$ cat src/rtl/console_io_pkg.sv
package console_io_pkg;

  // Strobes issued by control to the datapath, one per state change.
  typedef struct packed {
    logic kbdLoad;
    logic kbdClear;
    logic kbdIeWr;
    logic dispIeWr;
    logic dispLoad;
    logic dispDone;
  } strobes_t;

  // Display state fed back from the datapath to control.
  typedef struct packed {
    logic dispRdy;
    logic dispPend;
  } dispState_t;

  typedef enum logic [2:0] {
    SEL_NONE,
    SEL_KSTAT,
    SEL_KDATA,
    SEL_DSTAT,
    SEL_DDATA
  } readSel_t;

endpackage

$ cat src/rtl/console_io_ctrl.sv
module console_io_ctrl
  import console_io_pkg::*;
#(
  parameter int ADDR_W      = 16,
  parameter int BASE_ADDR   = 'hFE00,
  parameter int ADDR_STRIDE = 2
) (
  input  logic [ADDR_W-1:0] busAddr,
  input  logic              busRd,
  input  logic              busWr,
  input  logic              keyValid,
  input  logic              dispReady,
  input  dispState_t        dState,
  output strobes_t          strobes,
  output readSel_t          readSel,
  output logic              busHit
);

  localparam int NUM_REGS = 4;
  localparam int IDX_KSTAT = 0;
  localparam int IDX_KDATA = 1;
  localparam int IDX_DSTAT = 2;
  localparam int IDX_DDATA = 3;

  logic [NUM_REGS-1:0] match;

  // One comparator per device word.
  for (genvar i = 0; i < NUM_REGS; i++) begin : g_decode
    localparam logic [ADDR_W-1:0] REG_ADDR = ADDR_W'(BASE_ADDR + i * ADDR_STRIDE);
    assign match[i] = (busAddr == REG_ADDR);
  end

  logic access;
  assign access = busRd | busWr;
  assign busHit = access & (|match);

  always_comb begin
    readSel = SEL_NONE;
    if (busRd) begin
      if      (match[IDX_KSTAT]) readSel = SEL_KSTAT;
      else if (match[IDX_KDATA]) readSel = SEL_KDATA;
      else if (match[IDX_DSTAT]) readSel = SEL_DSTAT;
      else if (match[IDX_DDATA]) readSel = SEL_DDATA;
    end
  end

  always_comb begin
    strobes          = '0;
    strobes.kbdLoad  = keyValid;
    strobes.kbdClear = busRd & match[IDX_KDATA];
    strobes.kbdIeWr  = busWr & match[IDX_KSTAT];
    strobes.dispIeWr = busWr & match[IDX_DSTAT];
    strobes.dispLoad = busWr & match[IDX_DDATA] & dState.dispRdy;
    strobes.dispDone = dState.dispPend & dispReady;
  end

endmodule

$ cat src/rtl/console_io_dpath.sv
module console_io_dpath
  import console_io_pkg::*;
#(
  parameter int DATA_W    = 16,
  parameter int CHAR_W    = 8,
  parameter int READY_BIT = 15,
  parameter int IE_BIT    = 14
) (
  input  logic              clk,
  input  logic              rstN,
  input  strobes_t          strobes,
  input  readSel_t          readSel,
  input  logic              ieVal,
  input  logic [CHAR_W-1:0] wrChar,
  input  logic [CHAR_W-1:0] keyByte,
  output dispState_t        dState,
  output logic [DATA_W-1:0] busRdata,
  output logic              dispValid,
  output logic [CHAR_W-1:0] dispByte,
  output logic              irq
);

  logic              kRdyQ, kIeQ, dRdyQ, dIeQ, pendQ;
  logic [CHAR_W-1:0] kByteQ, dByteQ;

  // Keyboard side: an arrival wins over a read-clear in the same cycle.
  always_ff @(posedge clk or negedge rstN) begin
    if (!rstN) begin
      kRdyQ  <= 1'b0;
      kByteQ <= '0;
      kIeQ   <= 1'b0;
    end else begin
      if (strobes.kbdLoad) begin
        kRdyQ  <= 1'b1;
        kByteQ <= keyByte;
      end else if (strobes.kbdClear) begin
        kRdyQ <= 1'b0;
      end
      if (strobes.kbdIeWr) kIeQ <= ieVal;
    end
  end

  // Display side: ready and pending never both set.
  always_ff @(posedge clk or negedge rstN) begin
    if (!rstN) begin
      dRdyQ  <= 1'b1;
      pendQ  <= 1'b0;
      dByteQ <= '0;
      dIeQ   <= 1'b0;
    end else begin
      if (strobes.dispLoad) begin
        dByteQ <= wrChar;
        dRdyQ  <= 1'b0;
        pendQ  <= 1'b1;
      end else if (strobes.dispDone) begin
        dRdyQ <= 1'b1;
        pendQ <= 1'b0;
      end
      if (strobes.dispIeWr) dIeQ <= ieVal;
    end
  end

  function automatic logic [DATA_W-1:0] statusWord(input logic rdy, input logic ie);
    logic [DATA_W-1:0] w;
    w            = '0;
    w[READY_BIT] = rdy;
    w[IE_BIT]    = ie;
    return w;
  endfunction

  always_comb begin
    unique case (readSel)
      SEL_KSTAT: busRdata = statusWord(kRdyQ, kIeQ);
      SEL_KDATA: busRdata = DATA_W'(kByteQ);
      SEL_DSTAT: busRdata = statusWord(dRdyQ, dIeQ);
      SEL_DDATA: busRdata = DATA_W'(dByteQ);
      default:   busRdata = '0;
    endcase
  end

  assign dState.dispRdy  = dRdyQ;
  assign dState.dispPend = pendQ;
  assign dispValid       = pendQ;
  assign dispByte        = dByteQ;
  assign irq             = (kRdyQ & kIeQ) | (dRdyQ & dIeQ);

  AST_KBD_SET: assert property (@(posedge clk) disable iff (!rstN)
    strobes.kbdLoad |=> kRdyQ);
  AST_KBD_CLEAR: assert property (@(posedge clk) disable iff (!rstN)
    (strobes.kbdClear && !strobes.kbdLoad) |=> !kRdyQ);
  AST_DISP_EXCLUSIVE: assert property (@(posedge clk) disable iff (!rstN)
    !(dRdyQ && pendQ));
  AST_DISP_DONE: assert property (@(posedge clk) disable iff (!rstN)
    strobes.dispDone |=> (dRdyQ && !pendQ));
  AST_BUSY_HOLD: assert property (@(posedge clk) disable iff (!rstN)
    pendQ |=> $stable(dByteQ));

endmodule

$ cat src/rtl/console_io_regs.sv
module console_io_regs
  import console_io_pkg::*;
#(
  parameter int ADDR_W      = 16,
  parameter int DATA_W      = 16,
  parameter int CHAR_W      = 8,
  parameter int BASE_ADDR   = 'hFE00,
  parameter int ADDR_STRIDE = 2,
  parameter int READY_BIT   = 15,
  parameter int IE_BIT      = 14
) (
  input  logic              clk,
  input  logic              rstN,
  input  logic [ADDR_W-1:0] busAddr,
  input  logic              busRd,
  input  logic              busWr,
  input  logic [DATA_W-1:0] busWdata,
  output logic [DATA_W-1:0] busRdata,
  output logic              busHit,
  input  logic              keyValid,
  input  logic [CHAR_W-1:0] keyByte,
  output logic              dispValid,
  output logic [CHAR_W-1:0] dispByte,
  input  logic              dispReady,
  output logic              irq
);

  strobes_t   strobes;
  readSel_t   readSel;
  dispState_t dState;

  console_io_ctrl #(
    .ADDR_W(ADDR_W), .BASE_ADDR(BASE_ADDR), .ADDR_STRIDE(ADDR_STRIDE)
  ) i_ctrl (
    .busAddr(busAddr), .busRd(busRd), .busWr(busWr),
    .keyValid(keyValid), .dispReady(dispReady), .dState(dState),
    .strobes(strobes), .readSel(readSel), .busHit(busHit)
  );

  console_io_dpath #(
    .DATA_W(DATA_W), .CHAR_W(CHAR_W), .READY_BIT(READY_BIT), .IE_BIT(IE_BIT)
  ) i_dpath (
    .clk(clk), .rstN(rstN), .strobes(strobes), .readSel(readSel),
    .ieVal(busWdata[IE_BIT]), .wrChar(busWdata[CHAR_W-1:0]), .keyByte(keyByte),
    .dState(dState), .busRdata(busRdata), .dispValid(dispValid),
    .dispByte(dispByte), .irq(irq)
  );

  AST_NO_HIT_WITHOUT_ACCESS: assert property (@(posedge clk) disable iff (!rstN)
    !(busRd || busWr) |-> (!busHit && busRdata == '0));

endmodule

$ cat config.mk
export PLATFORM = sky130hd
export DESIGN_NAME = console_io_regs
export DESIGN_NICKNAME = d
export VERILOG_FILES = /design/src/rtl/console_io_pkg.sv /design/src/rtl/console_io_ctrl.sv /design/src/rtl/console_io_dpath.sv /design/src/rtl/console_io_regs.sv
export SDC_FILE = /design/constraint.sdc
export NUM_CORES = 1
export LEC_CHECK = 0
export ABC_AREA = 1
export BUFFER_PORTS_ARGS = -buffer_cell sky130_fd_sc_hd__buf_2
export CAP_MARGIN = 10
export CORE_MARGIN = 10
export CORE_UTILIZATION = 40
export DETAILED_ROUTE_END_ITERATION = 6
export PLACE_DENSITY = 0.74
export SLEW_MARGIN = 20
export SYNTH_ARGS = -nofsm -noshare
export SYNTH_HDL_FRONTEND = slang
export SYNTH_SLANG_ARGS = --single-unit
$ cat constraint.sdc
create_clock -name clk -period 2.2 [get_ports clk]
set_clock_uncertainty 0.2 [all_clocks]
set_input_delay 0.22 -clock clk [delete_from_list [all_inputs] [get_ports clk]]
set_output_delay 0.22 -clock clk [all_outputs]
set_load 0.05 [all_outputs]
==> results of run 1 <==
[what timing repair did]
| item | 4_1_cts | 5_1_grt |
|---|---|---|
| hold buffers | 19 | 0 |
| hold endpoints to repair | 41 | 0 |
| resized for setup | 0 | 0 |
[synth_stat cells (all sizes together)]
library cell / count
o21ai: 4
nand4: 5
inv: 18
conb: 1
o22ai: 1
nand2: 93
a21oi: 1
dfrtp: 20
buf: 8
clkinv: 1
dfstp: 1
nor2: 23
nand3: 7
[registers in the layout (all words and copies together), names as in the netlist]
signal / count
i_dpath.kIeQ: 1
i_dpath.dispByte: 8
i_dpath.kRdyQ: 1
i_dpath.dispValid: 1
i_dpath.dIeQ: 1
i_dpath.dRdyQ: 1
i_dpath.kByteQ: 8
[cells by family (layout without fill, tap and decap cells)]
group | Yosys count | after routing | synth area share
and+or+nand+nor | 128 | 128 | 0.470
other | 1 | 6 | 0.00289
buffers and inverters | 27 | 101 | 0.0974
AOI/OAI and AO/OA | 6 | 6 | 0.0241
DFF | 21 | 21 | 0.406
[per-layer routing]
layer  routed length [um]  part of all wire  vias up  global-route usage
li1                     -                 -      702                   -
met1                 1570              0.43      607               0.146
met2                 1670              0.45       50               0.202
met3                  412              0.11        5              0.0594
met4                   38             0.010        0              0.0335
met5                    0                 0        -                   0
[power by group through the flow]
stage	logic, mW	clock network [mW]	registers, mW
final	0.138	0.183	0.406
after global placement	0.109	0	0.413
after global routing	0.155	0.197	0.407
after floorplan	0.0709	0	0.412
after CTS	0.137	0.184	0.406
after detailed placement	0.111	0	0.413
[layout make-up]
type	instances	area share
clock inverters	1	0.00274
inverters	19	0.0390
flip-flops and latches	21	0.288
repair buffers	78	0.265
multi-input cells	140	0.363
well taps	44	0.0301
clock buffers	3	0.0123
[per-stage QoR]
| step | hold slack [ns] | total power [mW] | instances | setup WS [ns] | cell area (um2) |
|---|---|---|---|---|---|
| after floorplan | -0.276 | 0.483 | 188 | 0.327 | 1320 |
| after global placement | -0.00478 | 0.522 | 283 | 0.336 | 1610 |
| after detailed placement | -0.00620 | 0.524 | 283 | 0.297 | 1610 |
| after CTS | 0.00644 | 0.726 | 306 | 0.281 | 1830 |
| after global routing | 0.0194 | 0.759 | 306 | 0.124 | 1830 |
| final | 0.00375 | 0.727 | 306 | 0.300 | 1830 |
[critical path, cell delays in order]
cell and delay, ns:
buf_2 0.09, nor2_1 0.11, nand2_2 0.13, inv_2 0.06, nand2_1 0.06, nor2_2 0.28
nand4_1 0.15, nand2_1 0.10, buf_2 0.27
[final timing paths]
kind	slack, ns	cells past startpoint	end
max reg2reg	0.90	4	i_dpath.dispByte[3]$_DFFE_PN0P_
max	0.30	9	busRdata[7]
max in group asynchronous	1.27	2	i_dpath.dRdyQ$_DFFE_PN1P_
min reg2reg	0.29	2	i_dpath.kByteQ[4]$_DFFE_PN0P_
min	0.004	3	i_dpath.kByteQ[3]$_DFFE_PN0P_
min in group asynchronous	0.18	2	i_dpath.kByteQ[3]$_DFFE_PN0P_
==> results.json, run 1 <==
{
  "cts_tree": "yes",
  "synth_cell_types": 21,
  "grt_pass1_wl_um": 6330,
  "hold_class": "input pin to flop",
  "drt_first_pass_iters": 4,
  "grt_pass1_vias": 1455,
  "ys_seq_area_frac": 0.406,
  "cts.sinks": 21,
  "fin_util": 0.594,
  "antennaDiodeCount": 0,
  "register_area_um2": 527,
  "swShare": 0.276,
  "gp_congestion": 0.818,
  "avgSynthCellArea_um2": 7.09,
  "htreeDepth": 1,
  "routed-via-count": 1364,
  "final_nets": 309,
  "pwr-share-comb": 0.190,
  "fmax_mhz": 526,
  "drv_slew": 0,
  "drv_cap": 0,
  "cts_buffers": 3,
  "pwr-share-seq": 0.559,
  "antenna_found_initial": 0,
  "finalHoldViolCount": 0,
  "die_w_um": 77.0,
  "ios": 73,
  "core_area_mm2": 0.00308,
  "dp_hpwl_um": 2830,
  "num_rows": 20,
  "cts-root-buf": "clkbuf_4",
  "yosysTopAreaCell": "dfrtp_1",
  "final_common_cell": "nand2_1",
  "leakage_nw": 1.13,
  "drc_errors": 0,
  "clkLatencyLatePin_ns": 0.30,
  "grt_overflow": 0,
  "path_class": "input pin to output pin",
  "clkPwrFrac": 0.252,
  "syn_to_final_growth_pct": 41.0,
  "ant_nets": 0,
  "cellPowerDensity_mw_per_mm2": 397,
  "via_per_inst": 4.46,
  "wl_per_cell_um": 12.1,
  "intPower_uw": 526,
  "synthesis.area_mm2": 0.00130,
  "critPathRequiredTime_ns": 1.78,
  "p_switching_uw": 201,
  "fin_crit_sh": 0.863,
  "postCtsSetupRepairBufs": 0,
  "status": "completed",
  "final-setup-viol-count": 0,
  "die_y_um": 77.0,
  "arrival_ns": 1.48,
  "grt_use_total": 0.126,
  "die_area_mm2": 0.00592,
  "start_util": 0.422,
  "yosysWarnings": 0,
  "end_kind": "output pin",
  "fin_tns_setup_ns": 0,
  "synthCells": 183,
  "reg2reg_from": "i_dpath.dRdyQ$_DFFE_PN1P_",
  "ir_drop_v": 0.000413,
  "port_buffers": 59,
  "fin_crit_ns": 1.90,
  "synth_top_area_frac": 0.386,
  "mostFrequentLayoutCells": "nand2_1, buf_2, dfrtp_1",
  "start_kind": "input pin",
  "fillers": 303,
  "cts_max_path_buffers": 2,
  "path_clk_slew_ns": 0.11,
  "crit_fanout": 8,
  "layout-drive-gt1-share": 0.324,
  "wl_um": 3690,
  "grt_max_degree": 22,
  "startpoint": "busAddr[7]",
  "multi_input_area_um2": 663,
  "grt_setup_unrepaired": "false",
  "min-delay-start": "keyValid",
  "first_iter_violations": 42,
  "ys_top_cells_by_area": "dfrtp_1, nand2_1, inv_1",
  "ys_seq_elements": 21
}
Power figures use the tool's default switching activity.
==> run 2, diff against run 1 <==
--- a/config.mk
+++ b/config.mk
@@ -16,3 +16,4 @@
 export SYNTH_ARGS = -nofsm -noshare
 export SYNTH_HDL_FRONTEND = slang
 export SYNTH_SLANG_ARGS = --single-unit
+export TNS_END_PERCENT = 5
==> constraint.sdc (replaced) <==
create_clock -name clk -period 2.2 [get_ports clk]
set_clock_uncertainty 0.2 [all_clocks]
set_input_delay 0 -clock clk [delete_from_list [all_inputs] [get_ports clk]]
set_output_delay 0 -clock clk [all_outputs]
set_load 0.05 [all_outputs]
==> results.json, run 2 (synthesized netlist as in run 1, its figures left out) <==
{
  "antenna_found_initial": 0,
  "cts-root-buf": "clkbuf_4",
  "crit_fanout": 4,
  "grt_overflow": 0,
  "drc_errors": 0,
  "wl_um": 4600,
  "final-setup-viol-count": 0,
  "die_y_um": 77.0,
  "ios": 73,
  "grt_pass1_vias": 1670,
  "drt_first_pass_iters": 4,
  "fin_util": 0.696,
  "num_rows": 20,
  "antennaDiodeCount": 0,
  "fmax_mhz": 479,
  "dp_hpwl_um": 2860,
  "mostFrequentLayoutCells": "nand2_1, buf_2, dlygate4sd3_1",
  "ant_nets": 0,
  "wl_per_cell_um": 13.6,
  "drv_slew": 0,
  "slew_headroom": 0.396,
  "arrival_ns": 2.14,
  "end_kind": "flop",
  "critPathRequiredTime_ns": 2.25,
  "fin_crit_ns": 2.09,
  "tightest_slew_ns": 0.903,
  "htreeDepth": 1,
  "start_util": 0.422,
  "fin_tns_setup_ns": 0,
  "layout-drive-gt1-share": 0.290,
  "die_w_um": 77.0,
  "fillers": 245,
  "cellPowerDensity_mw_per_mm2": 363,
  "via_per_inst": 4.57,
  "ir_drop_v": 0.000319,
  "clkLatencyLatePin_ns": 0.31,
  "fin_crit_sh": 0.949,
  "path_clk_slew_ns": 0.12,
  "finalHoldViolCount": 0,
  "gp_congestion": 0.824,
  "cts_tree": "yes",
  "start_kind": "input pin",
  "grt_max_degree": 21,
  "drv_cap": 0,
  "place_ws_ns": 0.756,
  "path_class": "input pin to flop",
  "worst_slack_ns": 0.113,
  "routed-via-count": 1541,
  "grt_pass1_wl_um": 7700,
  "die_area_mm2": 0.00592,
  "first_iter_violations": 94,
  "cts.sinks": 21,
  "cts_max_path_buffers": 2,
  "status": "completed",
  "syn_to_final_growth_pct": 65.1,
  "final_common_cell": "nand2_1",
  "hold_slack_ns": 0.0333,
  "hold_class": "input pin to flop",
  "grt_use_total": 0.155,
  "port_buffers": 59,
  "final_nets": 340,
  "leakage_nw": 1.25,
  "cts_buffers": 3,
  "p_total_uw": 777,
  "core_area_mm2": 0.00308,
  "grt_setup_unrepaired": "false"
}
## run 2: cell count changes in the layout (fill, tap and decap cells not counted), sizes merged
cell | previous run | this run
dlygate4sd3 | 19 | 50
## run 2: metrics by stage
stage	instances	area [um2]
6_report	337	2140
3_3_place_gp	283	1610
4_1_cts	337	2140
2_1_floorplan	188	1320
5_1_grt	337	2140
3_5_place_dp	283	1610
## run 2: critical path: stages
cell and delay [ns]:
dlygate4sd3_1 0.52, buf_4 0.14, inv_1 0.06, nor2_2 0.13
nand2_1 0.07, dlygate4sd3_1 0.54, o21ai_0 0.09, dlygate4sd3_1 0.59
## run 2: final timing paths
| check | to | startpoint | slack, ns | cells past startpoint |
|---|---|---|---|---|
| hold / removal | i_dpath.dispByte[0]$_DFFE_PN0P_ | busAddr[3] | 0.03 | 7 |
| setup / recovery | i_dpath.kIeQ$_DFFE_PN0P_ | busWr | 0.11 | 8 |
| min in group asynchronous | i_dpath.dRdyQ$_DFFE_PN1P_ | rstN | 0.54 | 3 |
| setup reg to reg | i_dpath.dispByte[2]$_DFFE_PN0P_ | i_dpath.dRdyQ$_DFFE_PN1P_ | 0.27 | 5 |
| max in group asynchronous | i_dpath.dispValid$_DFFE_PN0P_ | rstN | 0.56 | 3 |
| hold reg to reg | i_dpath.dispByte[0]$_DFFE_PN0P_ | i_dpath.dispByte[0]$_DFFE_PN0P_ | 0.31 | 2 |
## run 2: area by class of cell
cell class	instances	area, um2	area share
inverters	19	71.3	0.0333
multi-input cells	140	663	0.310
clock inverters	1	5.00	0.00234
clock buffers	3	22.5	0.0105
well taps	44	55.1	0.0257
flip-flops and latches	21	527	0.246
repair buffers	109	798	0.373
## run 2: repair_timing
action	4_1_cts	5_1_grt
resized for setup	0	1
buffers inserted	0	0
endpoints found under the hold margin	42	0
hold buffers	50	0
setup endpoints to repair	0	1
## run 2: report_power, final
part	switching [mW]	total [mW]	leakage [nW]	internal (mW)
Clock	0.125	0.193	0.0177	0.0682
Combinational	0.0878	0.178	0.973	0.0899
Sequential	0.00746	0.406	0.260	0.399
Total	0.220	0.777	1.25	0.557
## run 2: metal layers
metal,part of all wire,global-route usage,up-vias
met1,0.39,0.158,705
met4,0.022,0.0576,0
met3,0.095,0.0618,11
met2,0.50,0.278,64
li1,-,-,761
met5,0,0,-
==> run 3, diff against run 2 <==
--- a/config.mk
+++ b/config.mk
@@ -6,12 +6,12 @@
 export NUM_CORES = 1
 export LEC_CHECK = 0
 export ABC_AREA = 1
-export BUFFER_PORTS_ARGS = -buffer_cell sky130_fd_sc_hd__buf_2
 export CAP_MARGIN = 10
 export CORE_MARGIN = 10
 export CORE_UTILIZATION = 40
 export DETAILED_ROUTE_END_ITERATION = 6
-export PLACE_DENSITY = 0.74
+export DONT_BUFFER_PORTS = 1
+export HOLD_SLACK_MARGIN = 0.02
 export SLEW_MARGIN = 20
 export SYNTH_ARGS = -nofsm -noshare
 export SYNTH_HDL_FRONTEND = slang
==> results.json, run 3 (synthesized netlist as in run 1, its figures left out) <==
{
  "status": "completed",
  "p_total_uw": 702,
  "swShare": 0.272,
  "fin_crit_ns": 2.09,
  "final_nets": 276,
  "htreeDepth": 1,
  "register_area_um2": 527,
  "intPower_uw": 511,
  "pwr-share-seq": 0.578,
  "path_clk_slew_ns": 0.12,
  "die_w_um": 77.0,
  "fmax_mhz": 479,
  "ctsHoldBuffers": 37,
  "cts_tree": "yes",
  "grt_pass1_vias": 1328,
  "grt_pass1_wl_um": 6450,
  "slowest_delay_ns": 0.64,
  "drc_errors": 0,
  "dp_hpwl_um": 2790,
  "critPathRequiredTime_ns": 2.25,
  "reg2reg_from": "i_dpath.dRdyQ$_DFFE_PN1P_",
  "pwr-share-comb": 0.155,
  "wl_um": 3950,
  "grt_overflow": 0,
  "via_per_inst": 4.63,
  "r2r.worst_path.cells": 5,
  "wl_per_cell_um": 14.5,
  "num_rows": 20,
  "ant_nets": 0,
  "antennaDiodeCount": 0,
  "ir_drop_v": 0.000259,
  "grt_setup_unrepaired": "false",
  "port_buffers": 0,
  "drv_slew": 0,
  "leakage_nw": 0.957,
  "layout-drive-gt1-share": 0.144,
  "drv_cap": 0,
  "routed-via-count": 1265,
  "crit_fanout": 3,
  "worst_slack_ns": 0.113,
  "grt_use_total": 0.131,
  "ios": 73,
  "drt_first_pass_iters": 4,
  "first_iter_violations": 59,
  "slowest_stage": "dlygate4sd3_1",
  "place_ws_ns": 0.804,
  "hold_class": "input pin to asynchronous set/reset pin",
  "gp_congestion": 0.741,
  "arrival_ns": 2.14,
  "slew_headroom": 0.374,
  "clkPwrFrac": 0.267,
  "grt_max_degree": 22,
  "p_switching_uw": 191,
  "fin_tns_setup_ns": 0,
  "antenna_found_initial": 0,
  "cts_buffers": 3,
  "mostFrequentLayoutCells": "nand2_1, dlygate4sd3_1, dfrtp_1",
  "r2r_end": "i_dpath.dispByte[7]$_DFFE_PN0P_",
  "cellPowerDensity_mw_per_mm2": 396,
  "tightest_slew_ns": 0.935,
  "start_kind": "input pin",
  "core_area_mm2": 0.00308,
  "final-setup-viol-count": 0,
  "final_common_cell": "nand2_1",
  "multi_input_area_um2": 663,
  "die_y_um": 77.0,
  "fin_util": 0.576,
  "syn_to_final_growth_pct": 36.6,
  "r2r_setup_slack_ns": 0.29,
  "start_util": 0.422,
  "cts_max_path_buffers": 2,
  "fin_crit_sh": 0.949,
  "post_cts_resized": 0,
  "cts.sinks": 21,
  "end_kind": "flop",
  "fillers": 294,
  "path_class": "input pin to flop",
  "die_area_mm2": 0.00592,
  "worstPathCellList": "dlygate4sd3_1, inv_1, nor2_2, nand2_1, dlygate4sd3_1, o21ai_0, dlygate4sd3_1",
  "clkLatencyLatePin_ns": 0.30,
  "postCtsSetupRepairBufs": 0,
  "crit_top_cell": "dlygate4sd3_1",
  "finalHoldViolCount": 0,
  "cts-root-buf": "clkbuf_4"
}
==> run 3: cell count changes in the layout (fill, tap and decap cells not counted), sizes merged <==
cell / previous run / this run
clkinv: 2 / 1
clkbuf: 3 / 4
dlygate4sd3: 50 / 37
buf: 59 / 8
==> run 3: worst max-delay path by stage <==
| stage | start | slack, ns | end | cells past startpoint |
|---|---|---|---|---|
| floorplan | i_dpath.dRdyQ$_DFFE_PN1P_ | 0.61 | irq | 2 |
| CTS | busWr | 0.17 | i_dpath.kIeQ$_DFFE_PN0P_ | 7 |
| detailed placement | busAddr[7] | 0.80 | busRdata[7] | 7 |
| finish | busWr | 0.11 | i_dpath.kIeQ$_DFFE_PN0P_ | 7 |
| global route | busWr | 0.05 | i_dpath.kIeQ$_DFFE_PN0P_ | 7 |
| global placement | i_dpath.dispByte[1]$_DFFE_PN0P_ | 0.81 | busRdata[1] | 2 |
==> run 3: power by group through the flow <==
stage	Sequential [mW]	Combinational [mW]	Clock, mW
floorplan	0.412	0.0709	0
detailed placement	0.413	0.0635	0
global placement	0.413	0.0616	0
finish	0.406	0.109	0.187
CTS	0.406	0.108	0.191
global route	0.407	0.120	0.206
==> run 3: cell type report <==
type	instances	share of cell area
clock buffer	4	0.0148
inverter	19	0.0402
multi-input combinational	140	0.374
sequential	21	0.297
tap	44	0.0311
timing repair buffer	45	0.243
==> run 3: metrics by stage <==
stage	std cells	hold slack, ns	area (um2)
finish	273	0.0709	1770
global route	273	0.133	1770
CTS	273	0.113	1770
detailed placement	232	-0.495	1380
global placement	232	-0.495	1380
floorplan	188	-0.496	1320
==> run 3: worst max-delay path: cells and delay by family <==
family	cells	cell delay, ns
compound gates	1	0.07
buf+inv	4	1.86
simple gates	2	0.21
==> run 3: layer usage <==
layer | vias to the layer above | wire length (um) | GRT usage
met5 | - | 0 | 0
met3 | 5 | 474 | 0.0618
met2 | 54 | 1990 | 0.228
met1 | 575 | 1450 | 0.135
met4 | 0 | 40 | 0.0390
li1 | 631 | - | -
